$ cat config.mk
export PLATFORM = sky130hd
export DESIGN_NAME = dmaout_chan
export DESIGN_NICKNAME = d
export VERILOG_FILES = /design/src/rtl/dmaout_pkg.sv /design/src/rtl/dmaout_irq.sv /design/src/rtl/dmaout_engine.sv /design/src/rtl/dmaout_chan.sv
export SDC_FILE = /design/constraint.sdc
export NUM_CORES = 1
export LEC_CHECK = 0
export CAP_MARGIN = 0
export CORE_MARGIN = 2
export CORE_UTILIZATION = 40
export DETAILED_ROUTE_END_ITERATION = 8
export DONT_BUFFER_PORTS = 1
export GPL_TIMING_DRIVEN = 0
export HOLD_SLACK_MARGIN = 0.1
export PLACE_DENSITY = 0.55
export SKIP_CTS_REPAIR_TIMING = 1
export SKIP_LAST_GASP = 1
export SLEW_MARGIN = 20
export SYNTH_ARGS = -nofsm -noshare
export SYNTH_HDL_FRONTEND = slang
export SYNTH_HIERARCHICAL = 1
export SYNTH_SLANG_ARGS = --single-unit
$ cat constraint.sdc
create_clock -name clk -period 4.6 [get_ports clk]
set_clock_uncertainty 0.1 [all_clocks]
set_input_delay 1.15 -clock clk [delete_from_list [all_inputs] [get_ports clk]]
set_output_delay 1.15 -clock clk [all_outputs]
set_load 0.05 [all_outputs]
$ cat src/rtl/dmaout_pkg.sv
package dmaout_pkg;
  localparam int DATA_W     = 32;
  localparam int DESC_WORDS = 4;
  localparam int IRQ_W      = 8;
  localparam int IRQ_DESC   = 2;

  localparam logic [7:0] OFS_DESC  = 8'h58;
  localparam logic [7:0] OFS_BUF   = 8'h5C;
  localparam logic [7:0] OFS_CMD   = 8'h80;
  localparam logic [7:0] OFS_STAT  = 8'h88;
  localparam logic [7:0] OFS_MASK  = 8'h8C;
  localparam logic [7:0] OFS_ACK   = 8'h90;
  localparam logic [7:0] OFS_RAW   = 8'h94;
  localparam logic [7:0] OFS_MSKD  = 8'h98;

  localparam logic [1:0] SIZE_WORD = 2'd2;

  localparam int CMD_START = 0;
  localparam int CMD_CONT  = 1;
  localparam int CMD_CTX   = 2;

  localparam int FL_EOL  = 0;
  localparam int FL_INTR = 3;
  localparam int FL_OEOP = 4;

  typedef enum logic [1:0] {
    CH_IDLE  = 2'd0,
    CH_RUN   = 2'd1,
    CH_STALL = 2'd2
  } chan_state_e;

  typedef enum logic [2:0] {
    E_IDLE, E_FETCH, E_DECIDE, E_LOAD, E_SEND, E_WBACK, E_STALL
  } eng_state_e;

  typedef enum logic [1:0] {
    K_START, K_NEXT, K_CONT
  } fetch_kind_e;
endpackage

$ cat src/rtl/dmaout_irq.sv
module dmaout_irq
  import dmaout_pkg::*;
#(
  parameter int IW = IRQ_W
) (
  input  logic          clk,
  input  logic          rst_n,
  input  logic          mask_wr,
  input  logic [IW-1:0] mask_wdata,
  input  logic [IW-1:0] ack_vec,
  input  logic [IW-1:0] set_vec,
  output logic [IW-1:0] raw_o,
  output logic [IW-1:0] mask_o,
  output logic [IW-1:0] masked_o,
  output logic          irq_o
);
  logic [IW-1:0] raw_q, mask_q;

  always_ff @(posedge clk or negedge rst_n) begin
    if (!rst_n) begin
      raw_q  <= '0;
      mask_q <= '0;
    end else begin
      if (mask_wr) mask_q <= mask_wdata;
      raw_q <= (raw_q & ~ack_vec) | set_vec;
    end
  end

  assign raw_o    = raw_q;
  assign mask_o   = mask_q;
  assign masked_o = raw_q & mask_q;
  assign irq_o    = |masked_o;


  irq_set_chk: assert property (@(posedge clk) disable iff (!rst_n)
    set_vec[IRQ_DESC] |=> raw_o[IRQ_DESC]);


  irq_ack_chk: assert property (@(posedge clk) disable iff (!rst_n)
    (ack_vec[IRQ_DESC] && !set_vec[IRQ_DESC]) |=> !raw_o[IRQ_DESC]);
endmodule

$ cat src/rtl/dmaout_engine.sv
module dmaout_engine
  import dmaout_pkg::*;
#(
  parameter int AW = 32
) (
  input  logic              clk,
  input  logic              rst_n,
  input  logic              cmd_start,
  input  logic              cmd_cont,
  input  logic              desc_wr,
  input  logic              buf_wr,
  input  logic [AW-1:0]     ptr_wdata,
  output logic [AW-1:0]     desc_ptr_o,
  output logic [AW-1:0]     buf_ptr_o,
  output chan_state_e       chan_state,
  output logic              desc_intr,
  output logic              mem_req,
  output logic              mem_we,
  output logic [AW-1:0]     mem_addr,
  output logic [DATA_W-1:0] mem_wdata,
  input  logic              mem_ack,
  input  logic [DATA_W-1:0] mem_rdata,
  output logic              st_valid,
  input  logic              st_ready,
  output logic [7:0]        st_data,
  output logic              st_last
);
  localparam int IDX_W  = $clog2(DESC_WORDS);
  localparam int LANE_W = $clog2(DATA_W / 8);
  localparam logic [IDX_W-1:0] IDX_LAST = IDX_W'(DESC_WORDS - 1);

  eng_state_e  st;
  fetch_kind_e kind;
  logic [IDX_W-1:0] idx;
  logic [DESC_WORDS-1:0][DATA_W-1:0] dw;
  logic [DATA_W-1:0] word_q;
  logic [AW-1:0] desc_ptr, buf_ptr;

  logic [AW-1:0] d_next, d_buf, d_after;
  logic [DATA_W-1:0] d_flags;
  logic [AW-1:0] buf_inc;
  logic final_byte, ctl_free;

  assign d_next     = dw[0][AW-1:0];
  assign d_buf      = dw[1][AW-1:0];
  assign d_flags    = dw[2];
  assign d_after    = dw[3][AW-1:0];
  assign buf_inc    = buf_ptr + AW'(1);
  assign final_byte = (buf_inc == d_after);
  assign ctl_free   = (st == E_IDLE) || (st == E_STALL);

  always_ff @(posedge clk or negedge rst_n) begin
    if (!rst_n) begin
      st       <= E_IDLE;
      kind     <= K_START;
      idx      <= '0;
      dw       <= '0;
      word_q   <= '0;
      desc_ptr <= '0;
      buf_ptr  <= '0;
    end else begin
      if (ctl_free && desc_wr) desc_ptr <= ptr_wdata;
      if (ctl_free && buf_wr)  buf_ptr  <= ptr_wdata;
      case (st)
        E_IDLE, E_STALL: begin
          if (cmd_start) begin
            kind <= K_START;
            idx  <= '0;
            st   <= E_FETCH;
          end else if (st == E_STALL && cmd_cont) begin
            kind <= K_CONT;
            idx  <= '0;
            st   <= E_FETCH;
          end
        end
        E_FETCH: begin
          if (mem_ack) begin
            dw[idx] <= mem_rdata;
            idx     <= idx + 1'b1;
            if (idx == IDX_LAST) st <= E_DECIDE;
          end
        end
        E_DECIDE: begin
          case (kind)
            K_START: begin
              idx <= '0;
              st  <= (buf_ptr < d_after) ? E_LOAD : E_WBACK;
            end
            K_NEXT: begin
              buf_ptr <= d_buf;
              kind    <= K_START;
            end
            default: begin
              if (!d_flags[FL_EOL]) begin
                desc_ptr <= d_next;
                kind     <= K_NEXT;
                idx      <= '0;
                st       <= E_FETCH;
              end else begin
                st <= E_STALL;
              end
            end
          endcase
        end
        E_LOAD: begin
          if (mem_ack) begin
            word_q <= mem_rdata;
            st     <= E_SEND;
          end
        end
        E_SEND: begin
          if (st_ready) begin
            buf_ptr <= buf_inc;
            if (final_byte) begin
              idx <= '0;
              st  <= E_WBACK;
            end else if (buf_inc[LANE_W-1:0] == '0) begin
              st <= E_LOAD;
            end
          end
        end
        E_WBACK: begin
          if (mem_ack) begin
            idx <= idx + 1'b1;
            if (idx == IDX_LAST) begin
              if (d_flags[FL_EOL]) begin
                st <= E_STALL;
              end else begin
                desc_ptr <= d_next;
                kind     <= K_NEXT;
                st       <= E_FETCH;
              end
            end
          end
        end
        default: st <= E_IDLE;
      endcase
    end
  end

  assign mem_req   = (st == E_FETCH) || (st == E_LOAD) || (st == E_WBACK);
  assign mem_we    = (st == E_WBACK);
  assign mem_addr  = (st == E_LOAD) ? {buf_ptr[AW-1:LANE_W], LANE_W'(0)}
                                    : desc_ptr + AW'({idx, 2'b00});
  assign mem_wdata = dw[idx];

  assign st_valid  = (st == E_SEND);
  assign st_data   = word_q[{buf_ptr[LANE_W-1:0], 3'b000} +: 8];
  assign st_last   = final_byte && d_flags[FL_OEOP];

  assign desc_intr = (st == E_WBACK) && mem_ack && (idx == IDX_LAST) && d_flags[FL_INTR];

  assign desc_ptr_o = desc_ptr;
  assign buf_ptr_o  = buf_ptr;
  assign chan_state = (st == E_IDLE) ? CH_IDLE : (st == E_STALL) ? CH_STALL : CH_RUN;


  mem_hold_chk: assert property (@(posedge clk) disable iff (!rst_n)
    (mem_req && !mem_ack) |=> (mem_req && $stable(mem_addr) && $stable(mem_we)));


  st_hold_chk: assert property (@(posedge clk) disable iff (!rst_n)
    (st_valid && !st_ready) |=> (st_valid && $stable(st_data) && $stable(st_last)));


  stall_quiet_chk: assert property (@(posedge clk) disable iff (!rst_n)
    (chan_state == CH_STALL && !cmd_start && !cmd_cont) |=> (chan_state == CH_STALL && !st_valid));


  ptr_lock_chk: assert property (@(posedge clk) disable iff (!rst_n)
    (buf_wr && chan_state == CH_RUN && !st_ready && st_valid) |=> $stable(buf_ptr_o));
endmodule

$ cat src/rtl/dmaout_chan.sv
module dmaout_chan
  import dmaout_pkg::*;
#(
  parameter int AW = 32
) (
  input  logic              clk,
  input  logic              rst_n,
  input  logic [7:0]        reg_addr,
  input  logic              reg_wr,
  input  logic              reg_rd,
  input  logic [1:0]        reg_size,
  input  logic [31:0]       reg_wdata,
  output logic [31:0]       reg_rdata,
  output logic              reg_err,
  output logic              mem_req,
  output logic              mem_we,
  output logic [AW-1:0]     mem_addr,
  output logic [DATA_W-1:0] mem_wdata,
  input  logic              mem_ack,
  input  logic [DATA_W-1:0] mem_rdata,
  output logic              st_valid,
  input  logic              st_ready,
  output logic [7:0]        st_data,
  output logic              st_last,
  output logic              irq
);
  logic word_acc, wr_ok;
  logic cmd_wr, cmd_start, cmd_cont, desc_intr;
  logic [AW-1:0] desc_ptr, buf_ptr;
  logic [IRQ_W-1:0] ack_vec, set_vec, raw, mask, masked;
  chan_state_e chan_state;

  assign word_acc  = (reg_size == SIZE_WORD);
  assign wr_ok     = reg_wr && word_acc;
  assign cmd_wr    = wr_ok && (reg_addr == OFS_CMD);
  assign cmd_start = cmd_wr && reg_wdata[CMD_START];
  assign cmd_cont  = cmd_wr && reg_wdata[CMD_CONT];
  assign ack_vec   = (wr_ok && reg_addr == OFS_ACK) ? reg_wdata[IRQ_W-1:0] : '0;
  assign set_vec   = IRQ_W'(desc_intr) << IRQ_DESC;

  dmaout_engine #(.AW(AW)) u_engine (
    .clk        (clk),
    .rst_n      (rst_n),
    .cmd_start  (cmd_start),
    .cmd_cont   (cmd_cont),
    .desc_wr    (wr_ok && reg_addr == OFS_DESC),
    .buf_wr     (wr_ok && reg_addr == OFS_BUF),
    .ptr_wdata  (reg_wdata[AW-1:0]),
    .desc_ptr_o (desc_ptr),
    .buf_ptr_o  (buf_ptr),
    .chan_state (chan_state),
    .desc_intr  (desc_intr),
    .mem_req    (mem_req),
    .mem_we     (mem_we),
    .mem_addr   (mem_addr),
    .mem_wdata  (mem_wdata),
    .mem_ack    (mem_ack),
    .mem_rdata  (mem_rdata),
    .st_valid   (st_valid),
    .st_ready   (st_ready),
    .st_data    (st_data),
    .st_last    (st_last)
  );

  dmaout_irq #(.IW(IRQ_W)) u_irq (
    .clk        (clk),
    .rst_n      (rst_n),
    .mask_wr    (wr_ok && reg_addr == OFS_MASK),
    .mask_wdata (reg_wdata[IRQ_W-1:0]),
    .ack_vec    (ack_vec),
    .set_vec    (set_vec),
    .raw_o      (raw),
    .mask_o     (mask),
    .masked_o   (masked),
    .irq_o      (irq)
  );

  always_ff @(posedge clk or negedge rst_n) begin
    if (!rst_n) begin
      reg_rdata <= '0;
      reg_err   <= 1'b0;
    end else begin
      reg_err   <= (reg_wr || reg_rd) && !word_acc;
      reg_rdata <= '0;
      if (reg_rd && word_acc) begin
        case (reg_addr)
          OFS_DESC: reg_rdata <= 32'(desc_ptr);
          OFS_BUF:  reg_rdata <= 32'(buf_ptr);
          OFS_STAT: reg_rdata <= 32'(chan_state);
          OFS_MASK: reg_rdata <= 32'(mask);
          OFS_RAW:  reg_rdata <= 32'(raw);
          OFS_MSKD: reg_rdata <= 32'(masked);
          default:  reg_rdata <= '0;
        endcase
      end
    end
  end


  size_err_chk: assert property (@(posedge clk) disable iff (!rst_n)
    ((reg_wr || reg_rd) && reg_size != SIZE_WORD) |=> reg_err);


  ctx_only_chk: assert property (@(posedge clk) disable iff (!rst_n)
    (cmd_wr && reg_wdata[2:0] == 3'b100 && chan_state == CH_IDLE) |=> (chan_state == CH_IDLE && !mem_req));


  irq_level_chk: assert property (@(posedge clk) disable iff (!rst_n)
    (ack_vec == '0 && !desc_intr && !(wr_ok && reg_addr == OFS_MASK)) |=> $stable(irq));
endmodule

==> results of run 1 <==
cell type report:
cell class	count	area [um^2]
Multi-Input combinational cell	1082	9241
Fill cell	3848	21530
Inverter	55	210.2
Timing Repair Buffer	53	426.7
Clock buffer	49	967.2
Tap cell	532	665.6
Sequential cell	280	7018
Clock inverter	9	105.1
Buffer	104	571.8
Antenna cell	1	2.502
through the flow:
step,worst slack (ps),instances
finish,-236.4,2165
global route,-293.4,2164
CTS,-2127,2113
detailed placement,-1495,2055
global placement,-1614,2055
floorplan,-50.66,1523
per-layer routing:
layer | track usage | wire length [um] | share of wire | up-vias
li1 | - | - | - | 5772
met1 | 0.3927 | 26630 | 0.44 | 6688
met2 | 0.4202 | 26810 | 0.45 | 499
met3 | 0.06279 | 4946 | 0.082 | 88
met4 | 0.08891 | 1616 | 0.027 | 0
met5 | 0 | 0 | 0 | -
power breakdown:
| group | switching, mW | internal (mW) |
|---|---|---|
| combinational | 4.47 | 2.37 |
| sequential | 1.09 | 3.35 |
| clock | 1.09 | 1.53 |
critical path, stage by stage, from the launching register on:
cell and delay [ps]:
dfrtp_2 450, buf_8 150, buf_12 120, buf_12 120, clkinvlp_4 140, fa_2 440, nor2_4 150, nand4_1 260
nor2_2 250, nand4_1 150, buf_6 180, nor2b_1 140, xnor2_1 110, a21oi_4 350
logic make-up after synthesis:
kind of cell | share of synthesized area
simple gates | 0.1292
flops | 0.4253
compound gates | 0.1160
xor+xnor | 0.04420
other cells | 0.0002276
mux | 0.2120
buf+inv | 0.04162
fa+ha+maj | 0.03159
worst max-delay path by stage:
| stage | start | end | slack [ps] | cells after the start |
|---|---|---|---|---|
| after floorplan | u_engine/idx[1] | mem_addr[28] | -50 | 12 |
| after global placement | u_engine/buf_ptr_o[0] | st_last | -1610 | 9 |
| after detailed placement | u_engine/idx[1] | mem_addr[28] | -1500 | 12 |
| after CTS | u_engine/idx[1] | mem_addr[28] | -2130 | 12 |
| after global routing | u_engine/idx[1] | mem_addr[28] | -290 | 13 |
| final | u_engine/idx[1] | mem_addr[28] | -240 | 13 |
state kept, by name (all words and copies together), names as in the netlist, 2 cells and up:
name	flops
u_engine/buf_ptr_o	32
u_irq/raw_o	8
u_irq/mask_o	8
u_engine/d_next	32
u_engine/word_q	32
u_engine/d_after	32
u_engine/desc_ptr_o	32
reg_rdata	32
u_engine/st	3
u_engine/idx	2
u_engine/kind	2
u_engine/d_flags	32
u_engine/d_buf	32
cell usage in the layout (no fill, tap or decap), drive strengths merged, types with 7 or more instances in the layout:
| cell | instances |
|---|---|
| nor2 | 82 |
| a31oi | 8 |
| buf | 101 |
| and4 | 11 |
| dfrtp | 280 |
| inv | 56 |
| nand4 | 26 |
| mux2i | 65 |
| a22oi | 34 |
| nor2b | 14 |
| and3 | 28 |
| xnor2 | 37 |
| a211oi | 12 |
| nor3 | 44 |
| nand2 | 113 |
| conb | 7 |
| and2 | 17 |
| mux4 | 40 |
| ha | 40 |
| o21ai | 57 |
| a21oi | 58 |
| a21o | 14 |
| xor2 | 41 |
| nor4 | 11 |
| o221ai | 25 |
| mux2 | 172 |
| clkbuf | 105 |
| nand3 | 28 |
| a22o | 17 |
| o211ai | 8 |
==> impl_results.md, run 1 <==
* Die area at about 0.043 mm^2
* WS Path Type: reg2out
* Capturing point of the worst reg2reg path: u_engine/st[0]
* H-tree depth at 2
* Area post-placement at between 0.015 and 0.02 mm^2
* Worst setup margin at -236.4 ps
* Iteration-0 DRC count of the detailed router at roughly 1200
* Core Region at ~0.041 mm^2
* Largest net degree at the start of global routing at ~280
* Clk root buf: clkbuf_16
* Initial antenna violation count at 1
* Pre-antenna DRT Iters at 5
* Fraction of layout cells with a size suffix above 1 at 0.2776
* Reg2reg start: u_engine/st[2]
* Clk sinks at 280
* Routed WL at 60010 um
* WP data arrival at 3590 ps
* Minimum clock period at approximately 4800 ps
* Fmax at 206.8 MHz
* Die W at between 200 and 250 um
* Post-synthesis cell area at 0.01648 mm^2
* Post-DR vias/cell at approximately 6
* Syn-to-layout area delta at 16.59%
* Reg2Reg Setup Slack at about 720 ps
* Rows at 74
* CP max FO at 6
* GP Congestion at 0.9300
* Wire per inst at ~28 um
* Mapped Cells at ~1500
* Worst-Margin Slew at around 1200 ps
* Static leakage at 8.084 nW
* Asr flop ratio synth at 1.000
* Seq/Total Area, Yosys at 0.4253
* Number of synthesis warnings at 6
* Post-synth cell types at roughly 80
* Clock slew at reported path FFs at around 60 ps
* Die height at approximately 210 um
* Port buffer count at 0
* Max Root-Sink Buffers at 3
* Ports at 190
* Setup TNS at -965.8 ps
* DP Wirelength at ~46000 um
* Worst hold slack at roughly 220 ps
* Final setup violation count at 5
* CP Data Required Time at ~3400 ps
* VDD IR max at slightly below 0.0005 V
* Worst R2R Path Depth at 11
* Worst Setup Start Kind: flop
* Max-cap violations at 0
* Final ANT Viol Nets at 0
* Design area at around 0.019 mm^2
* Avg Cell Area, Syn at roughly 11 um^2
* Top-count cell post-synth: dfrtp_1
* Pwr Density at 723.5 mW/mm^2
* CTS Buf Count at 34
* Failing checks: negative setup slack
* GRT overflow at 0
* # DRC at 0
* TritonCTS clock tree: done
* Final Util at 0.4715
* Slew headroom at 0.1889
* Yosys top cell by area: dfrtp_1
* Nets at around 1700
* Synth Flop Type: dfrtp_1
* Total power at between 10 and 15 mW
* Total Routing Usage GR at 0.2770
* Later-pin clock latency in the skew report at approximately 550 ps
* Top cell type's share of synthesized area at 0.4253
* #FFs+latches synth at 280
* Top post-synthesis cells by area: dfrtp_1, mux2_2, mux4_2
* Final Hold Fails at 0
* Period utilization at 1.051
* Hold WC Path Type: in2async
* RSZ-0062 raised after global routing: yes
* Status: finished, violations left
* Initial Util at 0.4044
* Slew Viols, Final at 0
* Routed via count at roughly 13000
* Critical Path End Type: output pin
* Post-synth EDFFs at 0
* Vias in the first global route at 12510
* First-pass GRT wire length at about 85000 um
* Post-synth top cells: dfrtp_1, mux2_2, nand2_1
No activity file was read; power rests on OpenSTA's default activity.
==> run 2, diff against run 1 <==
- SETUP_SLACK_MARGIN: not set -> 0.4
==> run 2 against run 1 <==
Highest routed layer unchanged; combinational power is 1% higher; global-route usage up 0.20 points; critical path depth fell by 1; setup slack got worse by 70 ps; the flow still finishes with violations (negative setup slack); critical endpoint is now mem_addr[24]; sequential power hardly changed; worst hold slack worse by 1.2 ps; count of clock-buffer cells in the layout down 1; sequential cell count unchanged; power is 0.26% lower; first-iteration DRC count decreased by 5.8%.
==> impl_results.md, run 2 (synthesized netlist as in run 1, its figures left out) <==
* Slew headroom at 0.3016 (was 0.1889)
* Worst setup margin at -306.6 ps (was -236.4 ps)
* Fillers at 3889 (was 3848)
* GP Congestion at 0.9318 (was 0.9300)
* RSZ-0062 raised after global routing: yes (unchanged)
* Core Region at 0.04074 mm^2 (unchanged)
* Clk sinks at 280 (unchanged)
* Most frequent cells in the layout: dfrtp_1, mux2_2, nand2_1 (unchanged)
* Clock slew at reported path FFs at 50 ps (was 60 ps)
* Pre-antenna DRT Iters at 5 (unchanged)
* Critical Path End Type: output pin (unchanged)
* Final Hold Fails at 0 (unchanged)
* Die height at 207.0 um (unchanged)
* Rows at 74 (unchanged)
* Commonest non-fill, non-tap cell in the layout: dfrtp_1 (unchanged)
* Pwr Density at 723.4 mW/mm^2 (was 723.5 mW/mm^2)
* DP Wirelength at 45530 um (was 45650 um)
* Routed via count at 12950 (was 13050)
* GRT overflow at 0 (unchanged)
* Die W at 207.0 um (unchanged)
* Minimum clock period at 4907 ps (was 4836 ps)
* CP max FO at 8 (was 6)
* CP Data Required Time at 3350 ps (about the same)
* Port buffer count at 0 (unchanged)
* Failing checks: negative setup slack (unchanged)
* Wire per inst at 27.92 um (was 27.72 um)
* Final Util at 0.4703 (was 0.4715)
* Final ANT Viol Nets at 0 (unchanged)
* Static leakage at 8.037 nW (was 8.084 nW)
* Clk root buf: clkbuf_16 (unchanged)
* VDD IR max at 0.0004374 V (was 0.0004889 V)
* Syn-to-layout area delta at 16.29% (was 16.59%)
* Worst Setup Start Kind: flop (unchanged)
* Reg2Reg Setup Slack at 970 ps (was 720 ps)
* WS Path Type: reg2out (unchanged)
* Nets at 1712 (was 1731)
* Worst hold slack at 221.2 ps (was 222.3 ps)
* Final setup violation count at 5 (unchanged)
* Die area at 0.04283 mm^2 (unchanged)
* Status: finished, violations left (unchanged)
* WP data arrival at 3660 ps (was 3590 ps)
* Routed WL at 59870 um (was 60010 um)
* Max-cap violations at 0 (unchanged)
* Vias in the first global route at 12560 (was 12510)
* Initial antenna violation count at 0 (was 1)
* Max Root-Sink Buffers at 3 (unchanged)
* Iteration-0 DRC count of the detailed router at 1161 (was 1232)
* Ant. Diodes at 0 (was 1)
* Ports at 190 (unchanged)
* # DRC at 0 (unchanged)
* Worst-Margin Slew at 1048 ps (was 1217 ps)
* Fraction of layout cells with a size suffix above 1 at 0.2742 (was 0.2776)
* H-tree depth at 2 (unchanged)
* CTS Buf Count at 35 (was 34)
* First-pass GRT wire length at 86340 um (was 85360 um)
* Post-DR vias/cell at 6.040 (was 6.026)
* Largest net degree at the start of global routing at 281 (unchanged)
* Fmax at 203.8 MHz (was 206.8 MHz)
* Initial Util at 0.4044 (unchanged)
* Slew Viols, Final at 0 (unchanged)
* Period utilization at 1.067 (was 1.051)
* Later-pin clock latency in the skew report at 550 ps (about the same)
* Hold WC Path Type: in2async (unchanged)
* Total Routing Usage GR at 0.2790 (was 0.2770)
* TritonCTS clock tree: done (unchanged)
-- run 2: layer usage --
metal	GRT usage	vias up	wire, um
li1	-	5729	-
met1	0.4000	6653	26610
met2	0.4271	489	27000
met3	0.05479	79	4622
met4	0.08283	0	1632
met5	0	-	0
-- run 2: report_power, final --
group | switching, mW | total (mW) | internal [mW]
Sequential | 1.06 | 4.41 | 3.35
Combinational | 4.54 | 6.91 | 2.37
Clock | 1.08 | 2.55 | 1.47
-- run 2: final timing paths --
check | start | to | cells after the start
worst max register to register | u_engine/st[2] | u_engine/st[0] | 11
worst min-delay path | rst_n | u_engine/d_flags[1] | 0
max in group asynchronous | rst_n | u_engine/desc_ptr_o[29] | 0
worst min register to register | u_engine/word_q[15] | u_engine/word_q[15] | 1
worst max-delay path | u_engine/idx[1] | mem_addr[24] | 12
min in group clk | u_engine/word_q[15] | u_engine/word_q[15] | 1
-- run 2: worst max-delay path: stages, from the launching register on --
cell	delay [ps]
dfrtp_2	420
buf_8	150
buf_12	110
buf_12	120
clkinvlp_4	170
fa_2	450
nor2_4	150
nand4_1	250
nor2_2	220
nand4_1	290
buf_4	250
xor2_2	150
a21oi_4	350
-- run 2: final cells by class --
class                      count  area [um^2]  share of cell area
buffer                       106        551.8             0.02880
tap                          532        665.6             0.03474
sequential                   280         7013              0.3660
multi-input combinational   1082         9439              0.4927
clock buffer                  48        964.7             0.05035
timing repair buffer          31        236.5             0.01234
inverter                      55        210.2             0.01097
clock inverter                10        78.83            0.004114
-- run 2: metrics by stage --
stage | instance area (um^2) | TNS (ps) | power [mW] | setup slack (ps) | instances
2_1_floorplan | 16560 | 0 | 9.113 | 408.7 | 1523
5_1_grt | 19160 | -1606 | 14.56 | -350.1 | 2144
4_1_cts | 18270 | -23960 | 13.38 | -1638 | 2113
3_3_place_gp | 17230 | -9148 | 10.69 | -1056 | 2055
3_5_place_dp | 17230 | -9153 | 10.78 | -1040 | 2055
6_report | 19160 | -1355 | 13.86 | -306.6 | 2144
